**src/rtl/itv_pkg.sv**
```systemverilog
`timescale 1ns/1ps
package itv_pkg;
  localparam int unsigned PSC_W        = 3;
  localparam int unsigned MAX_DIV_LOG2 = 4;
  localparam int unsigned CTL_EN       = 0;
  localparam int unsigned CTL_RLD      = 1;
  localparam int unsigned CTL_PSC_LSB  = 4;
  localparam int unsigned CTL_MODE     = 7;

  localparam logic [1:0] SUB_CTRL = 2'd0;
  localparam logic [1:0] SUB_IVAL = 2'd1;
  localparam logic [1:0] SUB_CNT  = 2'd2;

  localparam logic [1:0] GLB_IER  = 2'd0;
  localparam logic [1:0] GLB_PEND = 2'd1;

  typedef struct packed {
    logic             single;
    logic [PSC_W-1:0] psc;
    logic             en;
  } itv_ctrl_t;
endpackage

```
**src/rtl/itv_prescaler.sv**
```systemverilog
`timescale 1ns/1ps
module itv_prescaler
  import itv_pkg::*;
#(
  parameter int unsigned MAX_LOG2 = MAX_DIV_LOG2
) (
  input  logic             clk_i,
  input  logic             rst_ni,
  input  logic             en_i,
  input  logic             restart_i,
  input  logic [PSC_W-1:0] code_i,
  output logic             tick_o
);
  localparam int unsigned PW = (MAX_LOG2 > 0) ? MAX_LOG2 : 1;

  logic [PW-1:0] pre_q;
  logic [PW-1:0] limit;

  always_comb begin
    int unsigned sh;
    sh    = (int'(code_i) > int'(MAX_LOG2)) ? MAX_LOG2 : int'(code_i);
    limit = PW'((32'd1 << sh) - 32'd1);
  end

  assign tick_o = en_i && (pre_q == limit);

  always_ff @(posedge clk_i or negedge rst_ni) begin
    if (!rst_ni)                          pre_q <= '0;
    else if (restart_i || !en_i || tick_o) pre_q <= '0;
    else                                  pre_q <= pre_q + 1'b1;
  end

  // back-to-back ticks only at divide-by-one
  assert_div1_back_to_back_R3: assert property (@(posedge clk_i) disable iff (!rst_ni)
    (tick_o && $past(tick_o)) |-> (code_i == '0));

  // after restart, no tick in the next cycle unless dividing by one
  assert_restart_phase_R10: assert property (@(posedge clk_i) disable iff (!rst_ni)
    restart_i |=> (!tick_o || code_i == '0));
endmodule

```
**src/rtl/itv_channel.sv**
```systemverilog
`timescale 1ns/1ps
module itv_channel
  import itv_pkg::*;
#(
  parameter int unsigned CNT_W  = 32,
  parameter int unsigned DATA_W = 32
) (
  input  logic              clk_i,
  input  logic              rst_ni,
  input  logic              ctrl_we_i,
  input  logic              ival_we_i,
  input  logic [DATA_W-1:0] wdata_i,
  output itv_ctrl_t         ctrl_o,
  output logic [CNT_W-1:0]  ival_o,
  output logic [CNT_W-1:0]  cnt_o,
  output logic              expire_o
);
  itv_ctrl_t        ctrl_q, ctrl_new;
  logic [CNT_W-1:0] ival_q, cnt_q;
  logic             tick, restart, reload;

  always_comb begin
    ctrl_new.en     = wdata_i[CTL_EN];
    ctrl_new.psc    = wdata_i[CTL_PSC_LSB +: PSC_W];
    ctrl_new.single = wdata_i[CTL_MODE];
  end

  assign restart  = ctrl_we_i && ((ctrl_new.en && !ctrl_q.en) || (ctrl_new.psc != ctrl_q.psc));
  assign reload   = ctrl_we_i && wdata_i[CTL_RLD];
  assign expire_o = tick && (cnt_q == CNT_W'(1));

  itv_prescaler #(.MAX_LOG2(MAX_DIV_LOG2)) i_psc (
    .clk_i    (clk_i),
    .rst_ni   (rst_ni),
    .en_i     (ctrl_q.en),
    .restart_i(restart),
    .code_i   (ctrl_q.psc),
    .tick_o   (tick)
  );

  always_ff @(posedge clk_i or negedge rst_ni) begin
    if (!rst_ni)                          ctrl_q    <= '0;
    else if (ctrl_we_i)                   ctrl_q    <= ctrl_new;
    else if (expire_o && ctrl_q.single)   ctrl_q.en <= 1'b0;
  end

  always_ff @(posedge clk_i or negedge rst_ni) begin
    if (!rst_ni)        ival_q <= '0;
    else if (ival_we_i) ival_q <= wdata_i[CNT_W-1:0];
  end

  always_ff @(posedge clk_i or negedge rst_ni) begin
    if (!rst_ni)     cnt_q <= '0;
    else if (reload) cnt_q <= ival_q;
    else if (tick)   cnt_q <= (cnt_q == '0) ? ival_q : cnt_q - 1'b1;
  end

  assign ctrl_o = ctrl_q;
  assign ival_o = ival_q;
  assign cnt_o  = cnt_q;

  assert_count_step_R2: assert property (@(posedge clk_i) disable iff (!rst_ni)
    (tick && !reload && cnt_q != '0) |=> (cnt_q == $past(cnt_q) - 1'b1));

  assert_continuous_wrap_R4: assert property (@(posedge clk_i) disable iff (!rst_ni)
    (tick && !reload && cnt_q == '0) |=> (cnt_q == $past(ival_q)));

  assert_single_disarms_R6: assert property (@(posedge clk_i) disable iff (!rst_ni)
    (expire_o && ctrl_q.single && !ctrl_we_i) |=> !ctrl_q.en);

  assert_reload_copies_R9: assert property (@(posedge clk_i) disable iff (!rst_ni)
    reload |=> (cnt_q == $past(ival_q)));
endmodule

```
**src/rtl/multi_interval_timer.sv**
```systemverilog
`timescale 1ns/1ps
module multi_interval_timer
  import itv_pkg::*;
#(
  parameter int unsigned N_TMR  = 4,
  parameter int unsigned CNT_W  = 32,
  parameter int unsigned DATA_W = 32,
  parameter int unsigned ADDR_W = 8
) (
  input  logic              clk_i,
  input  logic              rst_ni,
  input  logic              wr_en_i,
  input  logic [ADDR_W-1:0] addr_i,
  input  logic [DATA_W-1:0] wdata_i,
  output logic [DATA_W-1:0] rdata_o,
  output logic              irq_o
);
  localparam int unsigned BLK_W = ADDR_W - 4;

  logic [BLK_W-1:0] blk;
  logic [1:0]       sub;
  logic             word_ok, glb_wr;
  logic [N_TMR-1:0] ctrl_we, ival_we, expire;
  logic [N_TMR-1:0] ier_q, pend_q, pend_clr;

  itv_ctrl_t        ctrl [N_TMR];
  logic [CNT_W-1:0] ival [N_TMR];
  logic [CNT_W-1:0] cnt  [N_TMR];

  assign blk     = addr_i[ADDR_W-1:4];
  assign sub     = addr_i[3:2];
  assign word_ok = (addr_i[1:0] == 2'b00);
  assign glb_wr  = wr_en_i && word_ok && (blk == '0);

  for (genvar g = 0; g < N_TMR; g++) begin : gen_ch
    assign ctrl_we[g] = wr_en_i && word_ok && (blk == BLK_W'(g + 1)) && (sub == SUB_CTRL);
    assign ival_we[g] = wr_en_i && word_ok && (blk == BLK_W'(g + 1)) && (sub == SUB_IVAL);

    itv_channel #(.CNT_W(CNT_W), .DATA_W(DATA_W)) i_ch (
      .clk_i    (clk_i),
      .rst_ni   (rst_ni),
      .ctrl_we_i(ctrl_we[g]),
      .ival_we_i(ival_we[g]),
      .wdata_i  (wdata_i),
      .ctrl_o   (ctrl[g]),
      .ival_o   (ival[g]),
      .cnt_o    (cnt[g]),
      .expire_o (expire[g])
    );
  end

  assign pend_clr = (glb_wr && sub == GLB_PEND) ? wdata_i[N_TMR-1:0] : '0;

  always_ff @(posedge clk_i or negedge rst_ni) begin
    if (!rst_ni)                         ier_q <= '0;
    else if (glb_wr && sub == GLB_IER)   ier_q <= wdata_i[N_TMR-1:0];
  end

  // a fresh expiry overrides a same-cycle clear
  always_ff @(posedge clk_i or negedge rst_ni) begin
    if (!rst_ni) pend_q <= '0;
    else         pend_q <= (pend_q & ~pend_clr) | expire;
  end

  assign irq_o = |(pend_q & ier_q);

  always_comb begin
    rdata_o = '0;
    if (word_ok) begin
      if (blk == '0) begin
        if (sub == GLB_IER)       rdata_o = DATA_W'(ier_q);
        else if (sub == GLB_PEND) rdata_o = DATA_W'(pend_q);
      end
      for (int k = 0; k < N_TMR; k++) begin
        if (blk == BLK_W'(k + 1)) begin
          case (sub)
            SUB_CTRL: rdata_o = DATA_W'({ctrl[k].single, ctrl[k].psc, 3'b000, ctrl[k].en});
            SUB_IVAL: rdata_o = DATA_W'(ival[k]);
            SUB_CNT:  rdata_o = DATA_W'(cnt[k]);
            default:  rdata_o = '0;
          endcase
        end
      end
    end
  end

  assert_pend_w1c_R7: assert property (@(posedge clk_i) disable iff (!rst_ni)
    (glb_wr && sub == GLB_PEND) |=>
      ((pend_q & $past(wdata_i[N_TMR-1:0]) & ~$past(expire)) == '0));

  assert_expire_sets_R5: assert property (@(posedge clk_i) disable iff (!rst_ni)
    (|expire) |=> ((pend_q & $past(expire)) == $past(expire)));

  assert_irq_needs_enable_R8: assert property (@(posedge clk_i) disable iff (!rst_ni)
    irq_o |-> (ier_q != '0 && pend_q != '0));

  assert_reset_quiet_R1: assert property (@(posedge clk_i)
    !rst_ni |-> (!irq_o && pend_q == '0));
endmodule

```
**config.mk**
```make
export PLATFORM = sky130hd
export DESIGN_NAME = multi_interval_timer
export DESIGN_NICKNAME = d
export VERILOG_FILES = /design/src/rtl/itv_pkg.sv /design/src/rtl/itv_prescaler.sv /design/src/rtl/itv_channel.sv /design/src/rtl/multi_interval_timer.sv
export SDC_FILE = /design/constraint.sdc
export NUM_CORES = 1
export LEC_CHECK = 0
export BUFFER_PORTS_ARGS = -buffer_cell sky130_fd_sc_hd__clkbuf_2
export CAP_MARGIN = 20
export CORE_ASPECT_RATIO = 0.9
export CORE_MARGIN = 4
export CORE_UTILIZATION = 35
export CTS_BUF_LIST = sky130_fd_sc_hd__clkbuf_16
export DETAILED_ROUTE_END_ITERATION = 7
export HOLD_SLACK_MARGIN = 0.03
export PLACE_DENSITY = 0.5
export SYNTH_ARGS = -nofsm -noshare
export SYNTH_HDL_FRONTEND = slang
export SYNTH_SLANG_ARGS = --single-unit
```
**constraint.sdc**
```tcl
create_clock -name clk_i -period 3.5 [get_ports clk_i]
set_input_delay 0.175 -clock clk_i [delete_from_list [all_inputs] [get_ports clk_i]]
set_output_delay 0.175 -clock clk_i [all_outputs]
set_load 0.05 [all_outputs]
```
# [After elaboration in Yosys (flattened, before gate mapping)]
# Index checks and enable logic that the tools add are counted.
[classes] n_bitwise=4 eq_ne=18 order_cmp=4 n_addsub=12 n_reduce_logical=72 shifts=4 n_mux=41
[ops] cell="2-to-1 mux 32 bit" count=17
[ops] cell="case mux 32 bit (3 select lines)" count=4
[ops] cell="== test 32 x 1 -> 1 bit (second input constant)" count=4
[ops] cell="logical NOT 32 bit" count=4
[ops] cell="subtractor 32 x 1 -> 32 bit (second input constant)" count=4
[ops] cell="logical AND 1 bit" count=40
[ops] cell="2-to-1 mux 4 bit" count=8
[ops] cell="adder 4 x 1 -> 4 bit (second input constant)" count=4
[ops] cell="== test 4 bit" count=4
[ops] cell="nonzero test 2 bit" count=8
[ops] cell="<< shifter 1 x 3 -> 4 bit (first input constant)" count=4
[ops] cell="subtractor 4 x 1 -> 4 bit (second input constant)" count=4
[ops] cell="> comparator 3 bit (second input constant)" count=4
[ops] cell="logical OR 1 bit" count=12
[ops] cell="2-to-1 mux 3 bit" count=4
[ops] cell="inequality test 3 bit" count=4
[ops] cell="AND 4 bit" count=2
[ops] cell="== test 4 x 2 -> 1 bit (second input constant)" count=2
[ops] cell="2-to-1 mux 1 bit" count=8
[ops] cell="== test 4 x 1 -> 1 bit (second input constant)" count=1
[ops] cell="== test 4 x 3 -> 1 bit (second input constant)" count=1
[ops] cell="logical NOT 1 bit" count=4
[ops] cell="logical NOT 2 bit" count=2
[ops] cell="logical NOT 4 bit" count=1
[ops] cell="other kinds (5)" count=5
[word_totals] regBits=300 word_cells=181 inputBits=43

# [Logic depth before layout (Yosys ltp)]
[logic_depth] depth_word=10 ltp_mapped=11 ltp_nobuf=9

# [Modules after synthesis]
# A second synthesis with hierarchy kept.
[hier_totals] cells_unflattened=1828 area_unflattened_um2=18456.5
[by_module_without_submodules] module="itv_channel at gen_ch[1].i_ch ..." n_inst=3 area_per_inst_um2=3696.0 cells_per_inst=344 seq_area_each_um2=1726.7
[by_module_without_submodules] module="itv_channel at gen_ch[0].i_ch" n_inst=1 area_per_inst_um2=3580.9 cells_per_inst=326 seq_area_each_um2=1726.7
[by_module_without_submodules] module="multi_interval_timer" n_inst=1 area_per_inst_um2=2696.3 cells_per_inst=378 seq_area_each_um2=200.2
[by_module_without_submodules] module="itv_prescaler" n_inst=4 area_per_inst_um2=272.8 cells_per_inst=23 seq_area_each_um2=100.1

# [Worst setup path before layout]
# Ideal clock, no wire load.
[synth_timing] path_type="in2out" startpoint="input port addr_i[4]" endpoint="output port rdata_o[2]" required_ns=3.325 arrival_time_ns=2.435 n_path_buf=1 path_slack_ns=0.890 path_stages=6 cell_sequence="clkbuf_1 > or4_1 > or2_2 > o22ai_1 > nor3_1 > nor3_1"
[synth_between] elab_chain_len=7 word_cells_on_any_way=11 classes_between="eq/ne (4); mux (6); reduce/logical (1)"
[synth_rtl] item="start: declaration" line="multi_interval_timer.sv:13" rtl="input logic [ADDR_W-1:0] addr_i,"
[synth_rtl] item="logical NOT 4 bit" line="multi_interval_timer.sv:70" rtl="if (blk == '0) begin"
[synth_rtl] item="2-to-1 mux 4 bit" line="multi_interval_timer.sv:70"
[synth_rtl] item="2-to-1 mux 32 bit (3 in series)" line="multi_interval_timer.sv:75" rtl="if (blk == BLK_W'(k + 1)) begin"
[synth_rtl] item="2-to-1 mux 32 bit *" line="multi_interval_timer.sv:75"
[synth_rtl] item="2-to-1 mux 32 bit *" line="multi_interval_timer.sv:69" rtl="if (word_ok) begin"
[synth_rtl] item="end: declaration" line="multi_interval_timer.sv:15" rtl="output logic [DATA_W-1:0] rdata_o,"
# Mark *: on every way between the ends. The rest lies on a longest branch, timed or not.

# [Worst setup path after layout]
[layout_timing] startpoint="register gen_ch[3].i_ch.cnt_q[17]" endpoint="register gen_ch[3].i_ch.cnt_q[22]"
[layout_between] elab_chain_len=4 word_cells_on_any_way=5 classes_between="add/sub (1); mux (3); reduce/logical (1)"
[layout_rtl] item="start: declaration" line="itv_channel.sv:19" rtl="logic [CNT_W-1:0] ival_q, cnt_q;"
[layout_rtl] item="start signal: assignment" line="itv_channel.sv:54" rtl="else if (reload) cnt_q <= ival_q;"
[layout_rtl] item="start signal: assignment" line="itv_channel.sv:55" rtl="else if (tick) cnt_q <= (cnt_q == '0) ? ival_q : cnt_q - 1'b1;"
[layout_rtl] item="subtractor 32 x 1 -> 32 bit or logical NOT 32 bit (tied branches)" line="itv_channel.sv:55"
[layout_rtl] item="2-to-1 mux 32 bit * (2 in series)" line="itv_channel.sv:55"
[layout_rtl] item="2-to-1 mux 32 bit *" line="itv_channel.sv:54"
# Mark *: on every way between the ends. The rest lies on a longest branch, timed or not. The select of a mux whose other input is x is not followed.
# A chain may end at the register's enable or synchronous reset.

==> metrics.txt <==
Max Freq 316 MHz; Worst-Margin Slew 1.08 ns; Pwr Density 502 mW/mm^2; Post-DP HPWL 47.5 mm; DRT Wirelength ~65 mm; Startpoint Class flip-flop; CP Max Fanout 7; Non-Filler Instances approximately 2,700; cell count after synthesis ~1,900; synthesized area 0.0176 mm^2; gr ovfl total 0; final hold vios 0; register share of total power 0.410; Final min period 3.17 ns; Setup Skew 0.0193 ns; Via-to-Cell Ratio 6.08; count leader, synth dfrtp_1; routability-driven placement congestion ratio about 0.92; Layout area overhead 15.4%; multi-input logic area 0.00946 mm^2; Final Util 0.411; Die Span Y 221 um; register bit total from synthesis 300; vias in the first global route between 15,000 and 20,000; IO Count 76; RSZ-0062 raised after global routing no; Net Switching 3.26 mW; post-CTS setup buffer count 0; row count 77; status complete, no violations; number of fill cells 4,961; endpoints failing setup 0; P_leak between 8 and 9 nW; per-cell routed wire length around 24 um; Die Area 0.0540 mm^2; register area 0.00751 mm^2; Slowest-stage cell, CP or4_1; EDFF count, synth 0; initial antenna violation count 2; TritonCTS Buffers 38; Hold Crit Class input pin to flip-flop; part of the power in the clock network 0.404; number of remaining DRC errors 0; H-tree depth reported by CTS 2; drt first pass iters 6; CTS tree built; share of post-route cells with drive strength above 1 0.194; ys flop type dfrtp_1; initial DRC count 1,629; average cell area after synthesis ~9.2 um^2; worst path bufs/invs 0; WP data required 3.92 ns; via count between 15,000 and 20,000; Unique masters post-synth 78; Switching Fraction 0.319; crit end category flip-flop; Tcrit/Tclk final 0.905; async set-reset flop share out of synthesis 1.00; CTS root buffer clkbuf_16; max-cap violations 0; top cells by area, synth dfrtp_1 (43%), mux2_2 (9.3%), a21oi_1 (4.3%); nets@finish around 2,000; core footprint 0.0495 mm^2; Logic pwr share 0.186; Post-DRT Antenna Nets 0; Synth Net Count about 2,000; Worst-path clk slew around 0.060 ns; GRT Util Overall 0.237; worst path cell trace or4_1 -> nor3_1 -> nand2_1 -> nor3b_1 -> a21oi_1 -> o32ai_1 -> a31oi_1; share of the synthesized area in the top cell type 0.426; fraction of the yosys area taken by sequential cells 0.426; worst vdd ir between 0.2 and 0.25 mV; IO Port Bufs 75; most frequent cells after synthesis dfrtp_1 (300), nor2_1 (172), a21oi_1 (151), mux2_2 (146), o21ai_0 (139); worst-skew pair later-pin latency 0.56 ns; clk buf depth 3; first-pass GRT wire length between 100 and 150 mm; crit path DAT 3.59 ns; largest net degree at the start of global routing 111; Fin Setup TNS 0 ns; Initial Utilization 0.356; critical path's largest stage delay 0.63 ns; Post-Place Cells 2,592; Cell Int Power 6.97 mW; Slew headroom 0.278; clk sinks 300; largest area contributor in the netlist dfrtp_1; Slew Limit Fails 0; Syn. warnings 0; Antenna diodes 0; Worst path top cell family by delay simple AND/OR/NAND/NOR gates; chip width about 240 um; critical path class flip-flop to flip-flop
-- worst paths after layout --
kind,from,to,slack (ns),cells past startpoint
worst max-delay path,gen_ch[3].i_ch.cnt_o[17],gen_ch[3].i_ch.cnt_o[22],0.33,7
worst min-delay path,wdata_i[9],gen_ch[0].i_ch.ival_o[9],0.06,2
worst max register to register,gen_ch[3].i_ch.cnt_o[17],gen_ch[3].i_ch.cnt_o[22],0.33,7
worst min register to register,gen_ch[0].i_ch.ival_o[22],gen_ch[0].i_ch.cnt_o[22],0.51,2
max in group asynchronous,rst_ni,gen_ch[3].i_ch.cnt_o[23],2.18,3
min in group asynchronous,rst_ni,gen_ch[2].i_ch.ctrl_o[1],0.27,2
-- per-stage QoR --
| step | total power [mW] | hold WS, ns | setup slack (ns) | cell area [um^2] |
|---|---|---|---|---|
| after floorplan | 5.30 | -0.121 | 0.890 | 17600 |
| after global placement | 6.08 | 0.342 | 0.399 | 18900 |
| after detailed placement | 6.12 | 0.331 | 0.421 | 18900 |
| after CTS | 10.3 | 0.0327 | 0.401 | 20400 |
| after global routing | 10.7 | 0.0615 | 0.181 | 20400 |
| final | 10.2 | 0.0637 | 0.333 | 20400 |
-- layout by cell type, fill, tap and decap left out, types with 27 or more instances in the layout --
master and count:
nor2_1 171, mux2_2 146, a22oi_1 66, clkbuf_2 74
a221oi_1 35, dfrtp_1 300, inv_1 38, o22ai_1 34
a21oi_1 150, mux2i_1 27, buf_4 64, nor4_1 34
o21ai_0 139, nand2_1 138, clkbuf_16 41, nand3_1 50
nor3_1 79
-- registers in the layout (all words and copies together), names as in the netlist --
signal / flops
gen_ch.i_ch.ctrl_o: 20
ier_q: 4
gen_ch.i_ch.i_psc.pre_q: 16
pend_q: 4
gen_ch.i_ch.cnt_o: 128
gen_ch.i_ch.ival_o: 128
-- power by group through the flow --
| stage | registers [mW] | clock network [mW] | logic (mW) |
|---|---|---|---|
| global placement | 4.22 | 0 | 1.86 |
| global route | 4.23 | 4.34 | 2.10 |
| CTS | 4.17 | 4.23 | 1.90 |
| detailed placement | 4.23 | 0 | 1.88 |
| floorplan | 4.06 | 0 | 1.24 |
| finish | 4.19 | 4.13 | 1.91 |
-- worst register-to-register path: stages (launching register included) --
cell and delay, ns:
dfrtp_1 0.45, or4_1 0.63, nor3_1 0.49, nand2_1 0.20, nor3b_1 0.59, a21oi_1 0.40
o32ai_1 0.22, a31oi_1 0.06
-- timing repair --
item | 4_1_cts | 5_1_grt
hold buffers | 14 | 0
resized for setup | 0 | 0
endpoints found under the setup margin | 0 | 0
hold endpoints to repair | 151 | 0
-- cell families (layout without fill, tap and decap cells) --
logic type,Yosys count,in the layout,synth area share
fa+ha+maj,16,16,0.0114
mux,173,173,0.109
buf+inv,176,261,0.0409
xor+xnor,31,31,0.0154
simple gates,615,615,0.174
flops,300,300,0.426
compound gates,608,608,0.224
-- routing by layer --
metal,global-route usage,wire (um)
met1,0.339,29800
met2,0.379,30100
met3,0.0266,3770
met4,0.0703,1840
met5,0,0
-- final cells by class --
type	instances	share of cell area
Sequential cell	300	0.369
Multi-Input combinational cell	1443	0.465
Inverter	34	0.00627
Clock inverter	27	0.0133
Clock buffer	41	0.0504
Timing Repair Buffer	159	0.0553
Tap cell	671	0.0412
(Power assumes the default switching activity.)
